$ cat src/rtl/rsq_pkg.sv
package rsq_pkg;
  localparam int NUM_SLOT = 6;

  // Slots 1 and 3 hold high halves of the two wide operands.
  function automatic bit slot_is_hi(input int s);
    return (s == 1) || (s == 3);
  endfunction
endpackage

$ cat src/rtl/rsq_snoop.sv
module rsq_snoop #(
  parameter int TAG_W  = 4,
  parameter int DATA_W = 32
) (
  input  logic [TAG_W-1:0]  rec_tag,
  input  logic              rec_vld,
  input  logic [DATA_W-1:0] rec_data,
  input  logic              cdb_valid,
  input  logic [TAG_W-1:0]  cdb_tag,
  input  logic [DATA_W-1:0] lane_data,
  output logic              upd_vld,
  output logic [DATA_W-1:0] upd_data
);
  logic grab;

  assign grab     = cdb_valid & ~rec_vld & (cdb_tag == rec_tag);
  assign upd_vld  = rec_vld | grab;
  assign upd_data = grab ? lane_data : rec_data;
endmodule

$ cat src/rtl/rsq_entry.sv
module rsq_entry #(
  parameter int TAG_W  = 4,
  parameter int DATA_W = 32,
  parameter int OPB_W  = 9,
  localparam int NS    = rsq_pkg::NUM_SLOT,
  localparam int REC_W = TAG_W + 1 + DATA_W
) (
  input  logic                clk,
  input  logic                rst_n,
  input  logic                shift,
  input  logic                src_keep,
  input  logic [OPB_W-1:0]    src_op,
  input  logic [TAG_W-1:0]    src_tag,
  input  logic [NS*REC_W-1:0] src_recs,
  input  logic                cdb_valid,
  input  logic [TAG_W-1:0]    cdb_tag,
  input  logic [2*DATA_W-1:0] cdb_data,
  output logic                full,
  output logic [OPB_W-1:0]    op,
  output logic [TAG_W-1:0]    tag,
  output logic [NS*REC_W-1:0] upd_recs,
  output logic                rdy
);
  logic                full_q;
  logic [OPB_W-1:0]    op_q;
  logic [TAG_W-1:0]    tag_q;
  logic [NS*REC_W-1:0] recs_q;
  logic [NS-1:0]       vld_vec;

  for (genvar s = 0; s < NS; s++) begin : g_slot
    localparam bit HI = rsq_pkg::slot_is_hi(s);
    logic [REC_W-1:0]  cur;
    logic [DATA_W-1:0] lane;
    logic              s_vld;
    logic [DATA_W-1:0] s_dat;

    assign cur  = recs_q[s*REC_W +: REC_W];
    assign lane = HI ? cdb_data[2*DATA_W-1:DATA_W] : cdb_data[DATA_W-1:0];

    rsq_snoop #(.TAG_W(TAG_W), .DATA_W(DATA_W)) u_snp (
      .rec_tag   (cur[REC_W-1 -: TAG_W]),
      .rec_vld   (cur[DATA_W]),
      .rec_data  (cur[DATA_W-1:0]),
      .cdb_valid (cdb_valid),
      .cdb_tag   (cdb_tag),
      .lane_data (lane),
      .upd_vld   (s_vld),
      .upd_data  (s_dat)
    );

    assign upd_recs[s*REC_W +: REC_W] = {cur[REC_W-1 -: TAG_W], s_vld, s_dat};
    assign vld_vec[s] = s_vld;
  end

  assign full = full_q;
  assign op   = op_q;
  assign tag  = tag_q;
  assign rdy  = full_q & (&vld_vec);

  always_ff @(posedge clk) begin
    if (!rst_n) begin
      full_q <= 1'b0;
      op_q   <= '0;
      tag_q  <= '0;
      recs_q <= '0;
    end else if (shift) begin
      full_q <= src_keep;
      op_q   <= src_op;
      tag_q  <= src_tag;
      recs_q <= src_recs;
    end else begin
      recs_q <= upd_recs;
    end
  end
endmodule

$ cat src/rtl/rsq_pick.sv
module rsq_pick #(
  parameter int DEPTH = 4
) (
  input  logic [DEPTH-1:0] rdy,
  output logic             any,
  output logic [DEPTH-1:0] sel
);
  // Highest index is the oldest entry and wins.
  always_comb begin
    sel = '0;
    for (int i = 0; i < DEPTH; i++) begin
      if (rdy[i]) begin
        sel    = '0;
        sel[i] = 1'b1;
      end
    end
  end

  assign any = |rdy;
endmodule

$ cat src/rtl/rs_queue.sv
module rs_queue #(
  parameter int DEPTH  = 4,
  parameter int TAG_W  = 4,
  parameter int DATA_W = 32,
  parameter int OPB_W  = 9
) (
  input  logic                                clk,
  input  logic                                rst_n,
  input  logic                                iss_valid,
  output logic                                iss_ready,
  input  logic [OPB_W-1:0]                    iss_op,
  input  logic [TAG_W-1:0]                    iss_tag,
  input  logic [rsq_pkg::NUM_SLOT*TAG_W-1:0]  iss_opnd_tag,
  input  logic [rsq_pkg::NUM_SLOT-1:0]        iss_opnd_vld,
  input  logic [rsq_pkg::NUM_SLOT*DATA_W-1:0] iss_opnd_data,
  input  logic                                cdb_valid,
  input  logic [TAG_W-1:0]                    cdb_tag,
  input  logic [2*DATA_W-1:0]                 cdb_data,
  output logic                                dsp_valid,
  input  logic                                dsp_ready,
  output logic [OPB_W-1:0]                    dsp_op,
  output logic [TAG_W-1:0]                    dsp_tag,
  output logic [rsq_pkg::NUM_SLOT*DATA_W-1:0] dsp_data
);
  localparam int NS    = rsq_pkg::NUM_SLOT;
  localparam int REC_W = TAG_W + 1 + DATA_W;

  logic [NS*REC_W-1:0] iss_recs;
  logic [DEPTH-1:0]    full, rdy, sel, doe, free, keep, src_keep;
  logic [OPB_W-1:0]    ent_op   [DEPTH];
  logic [TAG_W-1:0]    ent_tag  [DEPTH];
  logic [NS*REC_W-1:0] ent_recs [DEPTH];
  logic [OPB_W-1:0]    src_op   [DEPTH];
  logic [TAG_W-1:0]    src_tag  [DEPTH];
  logic [NS*REC_W-1:0] src_recs [DEPTH];
  logic                fire;

  // Issue-port records snoop too, so a result in the accept cycle is kept.
  for (genvar s = 0; s < NS; s++) begin : g_iss
    localparam bit HI = rsq_pkg::slot_is_hi(s);
    logic [DATA_W-1:0] lane;
    logic              s_vld;
    logic [DATA_W-1:0] s_dat;

    assign lane = HI ? cdb_data[2*DATA_W-1:DATA_W] : cdb_data[DATA_W-1:0];

    rsq_snoop #(.TAG_W(TAG_W), .DATA_W(DATA_W)) u_snp (
      .rec_tag   (iss_opnd_tag[s*TAG_W +: TAG_W]),
      .rec_vld   (iss_opnd_vld[s]),
      .rec_data  (iss_opnd_data[s*DATA_W +: DATA_W]),
      .cdb_valid (cdb_valid),
      .cdb_tag   (cdb_tag),
      .lane_data (lane),
      .upd_vld   (s_vld),
      .upd_data  (s_dat)
    );

    assign iss_recs[s*REC_W +: REC_W] = {iss_opnd_tag[s*TAG_W +: TAG_W], s_vld, s_dat};
  end

  // Entry 0 is the youngest position, entry DEPTH-1 the oldest.
  for (genvar i = 0; i < DEPTH; i++) begin : g_ent
    if (i == 0) begin : g_head_in
      assign src_keep[i] = iss_valid;
      assign src_op[i]   = iss_op;
      assign src_tag[i]  = iss_tag;
      assign src_recs[i] = iss_recs;
    end else begin : g_chain
      assign src_keep[i] = keep[i-1];
      assign src_op[i]   = ent_op[i-1];
      assign src_tag[i]  = ent_tag[i-1];
      assign src_recs[i] = ent_recs[i-1];
    end

    rsq_entry #(.TAG_W(TAG_W), .DATA_W(DATA_W), .OPB_W(OPB_W)) u_ent (
      .clk       (clk),
      .rst_n     (rst_n),
      .shift     (free[i]),
      .src_keep  (src_keep[i]),
      .src_op    (src_op[i]),
      .src_tag   (src_tag[i]),
      .src_recs  (src_recs[i]),
      .cdb_valid (cdb_valid),
      .cdb_tag   (cdb_tag),
      .cdb_data  (cdb_data),
      .full      (full[i]),
      .op        (ent_op[i]),
      .tag       (ent_tag[i]),
      .upd_recs  (ent_recs[i]),
      .rdy       (rdy[i])
    );
  end

  rsq_pick #(.DEPTH(DEPTH)) u_pick (
    .rdy (rdy),
    .any (dsp_valid),
    .sel (sel)
  );

  assign fire = dsp_valid & dsp_ready;
  assign doe  = sel & {DEPTH{fire}};
  assign keep = full & ~doe;

  // An entry shifts when a vacancy exists at it or anywhere older.
  always_comb begin
    logic carry;
    carry = 1'b0;
    for (int i = DEPTH - 1; i >= 0; i--) begin
      free[i] = ~full[i] | doe[i] | carry;
      carry   = free[i];
    end
  end

  assign iss_ready = free[0];

  always_comb begin
    dsp_op   = '0;
    dsp_tag  = '0;
    dsp_data = '0;
    for (int i = 0; i < DEPTH; i++) begin
      if (sel[i]) begin
        dsp_op  = dsp_op | ent_op[i];
        dsp_tag = dsp_tag | ent_tag[i];
        for (int s = 0; s < NS; s++) begin
          dsp_data[s*DATA_W +: DATA_W] = dsp_data[s*DATA_W +: DATA_W]
                                       | ent_recs[i][s*REC_W +: DATA_W];
        end
      end
    end
  end
endmodule

$ cat config.mk
export PLATFORM = sky130hd
export DESIGN_NAME = rs_queue
export DESIGN_NICKNAME = d
export VERILOG_FILES = /design/src/rtl/rsq_pkg.sv /design/src/rtl/rsq_snoop.sv /design/src/rtl/rsq_entry.sv /design/src/rtl/rsq_pick.sv /design/src/rtl/rs_queue.sv
export SDC_FILE = /design/constraint.sdc
export NUM_CORES = 2
export LEC_CHECK = 0
export ABC_AREA = 1
export BUFFER_PORTS_ARGS = -buffer_cell sky130_fd_sc_hd__buf_2
export CELL_PAD_IN_SITES_DETAIL_PLACEMENT = 1
export CELL_PAD_IN_SITES_GLOBAL_PLACEMENT = 1
export CORE_UTILIZATION = 30
export CTS_BUF_LIST = sky130_fd_sc_hd__clkbuf_4 sky130_fd_sc_hd__clkbuf_8
export CTS_CLUSTER_SIZE = 24
export DETAILED_ROUTE_END_ITERATION = 10
export PLACE_DENSITY = 0.69
export SYNTH_ARGS = -nofsm -noshare
export SYNTH_HDL_FRONTEND = slang
export SYNTH_HIERARCHICAL = 1
export SYNTH_SLANG_ARGS = --single-unit
export TNS_END_PERCENT = 1
$ cat constraint.sdc
create_clock -name clk -period 3.6 [get_ports clk]
set_input_delay 0.36 -clock clk [delete_from_list [all_inputs] [get_ports clk]]
set_output_delay 0.36 -clock clk [all_outputs]
set_load 0.02 [all_outputs]
; Word-level counts from Yosys, hierarchy flattened
; Index checks and enable logic that the tools add are counted.
[totals]
regBits = 944
input_bits = 308
wordCells = 268
[op_classes]
n_eq_ne = 30
mux = 50
bitwise = 163
n_reduce_logical = 5
[ops]
columns = cell, count
row1 = 2-to-1 mux 32 bit, 30
row2 = 2-to-1 mux 218 bit, 4
row3 = 2-to-1 mux 192 bit, 4
row4 = OR 32 bit, 18
row5 = == test 4 bit, 30
row6 = AND 1 bit, 65
row7 = OR 1 bit, 37
row8 = 2-to-1 mux 9 bit, 4
row9 = NOT 1 bit, 34
row10 = OR 9 bit, 3
row11 = AND reduction 6 bit, 4
row12 = 2-to-1 mux 4 bit, 5
row13 = OR 4 bit, 3
row14 = AND 4 bit, 1
row15 = OR reduction 4 bit, 1
row16 = AND 3 bit, 1
row17 = 2-to-1 mux 3 bit, 1
row18 = NOT 3 bit, 1
row19 = 2-to-1 mux 2 bit, 1
row20 = 2-to-1 mux 1 bit, 1

; Depth between registers and ports, before layout
[depth]
depth_word = 17
mapped_depth = 27

; Hierarchy
; Netlist, hierarchy kept.
[by_module_without_submodules]
columns = mod, instances, cells_each, area_per_inst_um2, seq_area_each_um2
row1 = rsq_entry, 4, 1060, 8341.8, 4724.5
row2 = rsq_snoop, 30, 132, 660.6, 0.0
row3 = rs_queue, 1, 1132, 5262.5, 0.0
row4 = rsq_pick, 1, 12, 48.8, 0.0

; Least setup slack after synthesis
; No wires, ideal clock.
[synth_path]
path_kind = input port to flip-flop
from = in cdb_tag[2]
to = reg g_ent[0].u_ent.recs_q[105]
setup_ns = 0.064
arrival_time_ns = 2.960
slack_ns = 0.576
stages = 27
path_buffers = 7
path_cell_list = inv_1 -> nand2_1 -> nand2_1 -> nor2_4 -> nand3_4 -> buf_6 -> nand2_1 -> nand2_1 -> inv_1 -> nand2_1 -> nor2_1 -> inv_1 -> nand2_1 -> nor2_1 -> buf_4 -> buf_6 -> nand3_1 -> nand2_1 -> inv_1 -> nand3_1 -> buf_2 -> inv_2 -> buf_4 -> buf_6 -> buf_6 -> nor2_1 -> nor2_1
[synth_between]
word_cells_on_any_way = 99
[synth_rtl]
columns = item, line
row1 = start: declaration, rs_queue.sv:17  ; input logic [TAG_W-1:0] cdb_tag,
row2 = == test 4 bit, rsq_snoop.sv:16  ; assign grab = cdb_valid & ~rec_vld & (cdb_tag == rec_tag);
row3 = AND 1 bit, rsq_snoop.sv:16
row4 = OR 1 bit, rsq_snoop.sv:17  ; assign upd_vld = rec_vld | grab;
row5 = via g_ent[3].u_ent.g_slot[2].s_vld, rsq_entry.sv:34  ; logic s_vld;
row6 = AND reduction 6 bit, rsq_entry.sv:58  ; assign rdy = full_q & (&vld_vec);
row7 = AND 1 bit, rsq_entry.sv:58
row8 = via rdy[3], rs_queue.sv:29  ; logic [DEPTH-1:0] full, rdy, sel, doe, free, keep, src_keep;
row9 = 2-to-1 mux 4 bit, rsq_pick.sv:12  ; if (rdy[i]) begin
row10 = via sel[0], rs_queue.sv:29
row11 = AND 4 bit, rs_queue.sv:101  ; assign doe = sel & {DEPTH{fire}};
row12 = OR 1 bit (2 in a row), rs_queue.sv:109  ; free[i] = ~full[i] | doe[i] | carry;
row13 = via iss_ready, rs_queue.sv:10  ; output logic iss_ready,
row14 = 2-to-1 mux 218 bit, rsq_entry.sv:66  ; end else if (shift) begin
row15 = end signal: assignment, rsq_entry.sv:70  ; recs_q <= src_recs;
row16 = end signal: assignment, rsq_entry.sv:72  ; recs_q <= upd_recs;
row17 = end: declaration, rsq_entry.sv:27  ; logic [NS*REC_W-1:0] recs_q;
; The timed path passes the listed nets, and every way through them passes these cells.
; A chain may end at the register's enable or synchronous reset.

; Worst setup path after layout
[layout_path]
from = reg g_ent[3].u_ent.recs_q[181]
to = out dsp_data[28] in the netlist's numbering
[layout_between]
word_cells_on_any_way = 13
[layout_rtl]
columns = item, line
row1 = start: declaration, rsq_entry.sv:27
row2 = start signal: assignment, rsq_entry.sv:70
row3 = start signal: assignment, rsq_entry.sv:72
row4 = == test 4 bit *, rsq_snoop.sv:16
row5 = AND 1 bit *, rsq_snoop.sv:16
row6 = OR 1 bit *, rsq_snoop.sv:17
row7 = via g_ent[3].u_ent.g_slot[4].s_vld, rsq_entry.sv:34
row8 = AND reduction 6 bit *, rsq_entry.sv:58
row9 = AND 1 bit *, rsq_entry.sv:58
row10 = via rdy[3], rs_queue.sv:29
row11 = 2-to-1 mux 4 bit *, rsq_pick.sv:12
row12 = via sel[2], rs_queue.sv:29
row13 = 2-to-1 mux 192 bit *, rs_queue.sv:121  ; if (sel[i]) begin
row14 = OR 32 bit, rs_queue.sv:126  ; | ent_recs[i][s*REC_W +: DATA_W];
row15 = 2-to-1 mux 192 bit *, rs_queue.sv:121
row16 = end: declaration, rs_queue.sv:23  ; output logic [rsq_pkg::NUM_SLOT*DATA_W-1:0] dsp_data
; The timed path passes the listed nets; every way through them passes the cells marked *.

==> impl_metrics.csv <==
group,metric,value,unit
power,ir_drop,250,uV
sta,max_slew_margin,0.267,
floorplan,core_area,193000,um2
cts,cts.sinks,944,
synth,syn_inst,9314,
place,place_ws,-0.0835,ns
sta,timing.final.crit_share,1.05,
power,power,28.5,mW
sta,worst_clock_skew,0.0640,ns
sta,fin_crit,3.79,ns
run_status,violations,"setup timing",
routing,wl_met1,127000,um
layout,drive_above_1_share,0.159,
worst_setup_path,startpoint_type,"flop",
sta,tightestPinTransition,1.10,ns
routing,postRouteWirelength,315000,um
cts,cts_buffers,187,
layout,final_area,71000,um2
hold_path,worst_hold_path_type,"in2reg",
cts,cts_tree,"yes",
worst_setup_path,crit_start,"g_ent[3].u_ent/recs_q[181]",
cts,cts.htree.levels,4,
routing,viasPerCell,5.64,
sta,hold_violations,0,
routing,wl_per_cell,25.1,um
global_route,grt_antenna_before_repair,24,
global_route,grt_pass1_vias,72500,
sta,fmax,264,MHz
routing,vias,70800,
place,post_dp_cell_area,61700,um2
global_route,gr-total-overflow,0,
worst_setup_path,endpoint_kind,"primary output",
layout,fin_cells,12500,
routing,wl_met2,141000,um
place,port_buffers,514,
routing,drtIter0Drc,6360,
worst_setup_path,crit_required,3.24,ns
layout,area_delta_synth_final,21.8,%
layout,fin_nets,10200,
sta,maxSlewViolCount,0,
hold_path,hold_path.startpoint,"cdb_data[40]",
synth,syn_area,58300,um2
hold_path,hold_path_depth,5,
run_status,status,"complete, but fails checks",
routing,drt_pass1_iterations,7,
routing,antenna_left,0,
sta,whs,0.125,ns
worst_setup_path,cp.arrival,3.43,ns
cts,insertion_delay,0.98,ns
worst_setup_path,ff2ff_setup_slack,0.28,ns
sta,final-setup-viol-count,120,
sta,layout_setup_ws,-0.190,ns
sta,rsz0062_at_grt,"true",
place,placed_cells,11800,
floorplan,die_w,443,um
routing,wl_met3,25200,um
layout,fillCellCount,24900,
synth,synth_nets,9622,
place,place_congestion,0.895,
flow_run,drv_cap,0,
place,detailed_place_hpwl,190000,um
synth,ys.warnings.count,6,
worst_setup_path,r2r-end,"g_ent[0].u_ent/recs_q[22]",
routing,drc,0,
worst_setup_path,cp_max_fo,26,
layout,utilization,0.368,
power,leakage,31.8,nW
floorplan,die_area,196000,um2
worst_setup_path,cp-endpoint,"dsp_data[28]",
sta,tns,-6.71,ns
worst_setup_path,r2r-start,"g_ent[3].u_ent/recs_q[181]",
floorplan,initial_utilization,0.302,
cts,clock_tree.root_cell,"clkbuf_8",
floorplan,io_pins,515,
global_route,grtUsageTotal,0.308,
routing,dr.max_layer_used,"met5",
worst_setup_path,path_class,"reg2out",
cts,clock_path_buffers,3,
synth,avgSynthCellArea,6.26,um2
power,powerDensity,401,nW/um2
layout,multi_input_area,33000,um2
layout,regArea,19000,um2
floorplan,rows,161,
global_route,grt_max_degree,118,
global_route,grt_pass1_wl,464000,um
cts,path_clk_slew,0.06,ns
worst_setup_path,reg2reg_depth,22,
floorplan,dieHeight,443,um
per-layer routing:
layer  vias up  global-route usage
li1      31600                   -
met1     34700               0.380
met2      3476               0.489
met3       984              0.0586
met4        10               0.205
met5         -                   0
timing repair:
| action | in CTS | in global routing |
|---|---|---|
| gates cloned | 0 | 6 |
| hold buffers | 344 | 0 |
| hold endpoints to repair | 394 | 0 |
| gates resized for setup | 257 | 223 |
| setup endpoints to repair | 206 | 210 |
| pin swaps | 109 | 71 |
| buffers inserted | 18 | 10 |
worst min path at each step:
stage | to | slack, ns
2_1_floorplan | g_ent[3].u_ent/op[0] | 0.46
3_3_place_gp | g_ent[3].u_ent/op[0] | 0.48
3_5_place_dp | g_ent[3].u_ent/tag[3] | 0.48
4_1_cts | g_ent[2].u_ent/recs_q[119] | 0.02
5_1_grt | g_ent[3].u_ent/recs_q[111] | 0.08
6_report | g_ent[2].u_ent/recs_q[119] | 0.12
layout by cell type (no fill, tap or decap), types with 4 or more instances in the layout:
master / n
nand2_1: 3000
nor2_1: 1945
nand4_1: 1165
o21ai_0: 944
dfxtp_1: 882
buf_2: 346
dlygate4sd3_1: 344
buf_4: 319
clkbuf_8: 241
inv_1: 124
inv_2: 99
nor2_4: 97
buf_12: 93
buf_6: 81
clkbuf_4: 76
nand2_2: 71
dfxtp_2: 56
nand3_4: 34
nand2_4: 19
diode_2: 13
buf_16: 10
inv_6: 7
clkinv_2: 7
nor2_2: 6
inv_8: 6
clkbuf_16: 6
dfxtp_4: 6
buf_8: 5
nand3_1: 4
final cells by class:
class / instances / area share
diodes: 13 / 0.000458
clock buffers: 317 / 0.0548
well taps: 2526 / 0.0445
multi-input cells: 7286 / 0.465
clock inverters: 20 / 0.00284
inverters: 229 / 0.0126
flip-flops and latches: 944 / 0.267
repair buffers: 1204 / 0.153
registers in the layout, summed over array words and instances, names as in the netlist:
signal,count
g_ent.u_ent/tag,16
g_ent.u_ent/op,36
g_ent.u_ent/recs_q,888
g_ent.u_ent/full,4
worst max-delay path: stages, from the launching register on:
cell and delay, ns:
dfxtp_2 0.35, inv_1 0.05, nand2_1 0.09, nand2_2 0.08, nor2_4 0.12, nand3_4 0.09, nand2_2 0.08, nand2_1 0.05
inv_1 0.07, nand2_2 0.06, nor2_4 0.16, buf_12 0.14, nor2_4 0.05, buf_8 0.15, buf_12 0.15, buf_16 0.17
nand2_1 0.09, nand4_1 0.24, buf_4 0.26
power by group:
group / leakage, nW / total, mW / internal (mW) / switching [mW]
Clock: 2.18 / 12.3 / 6.90 / 5.41
Combinational: 21.9 / 5.03 / 1.42 / 3.62
Sequential: 7.77 / 11.1 / 11.0 / 0.183
Total: 31.8 / 28.5 / 19.3 / 9.21
Power figures use the tool's default switching activity.
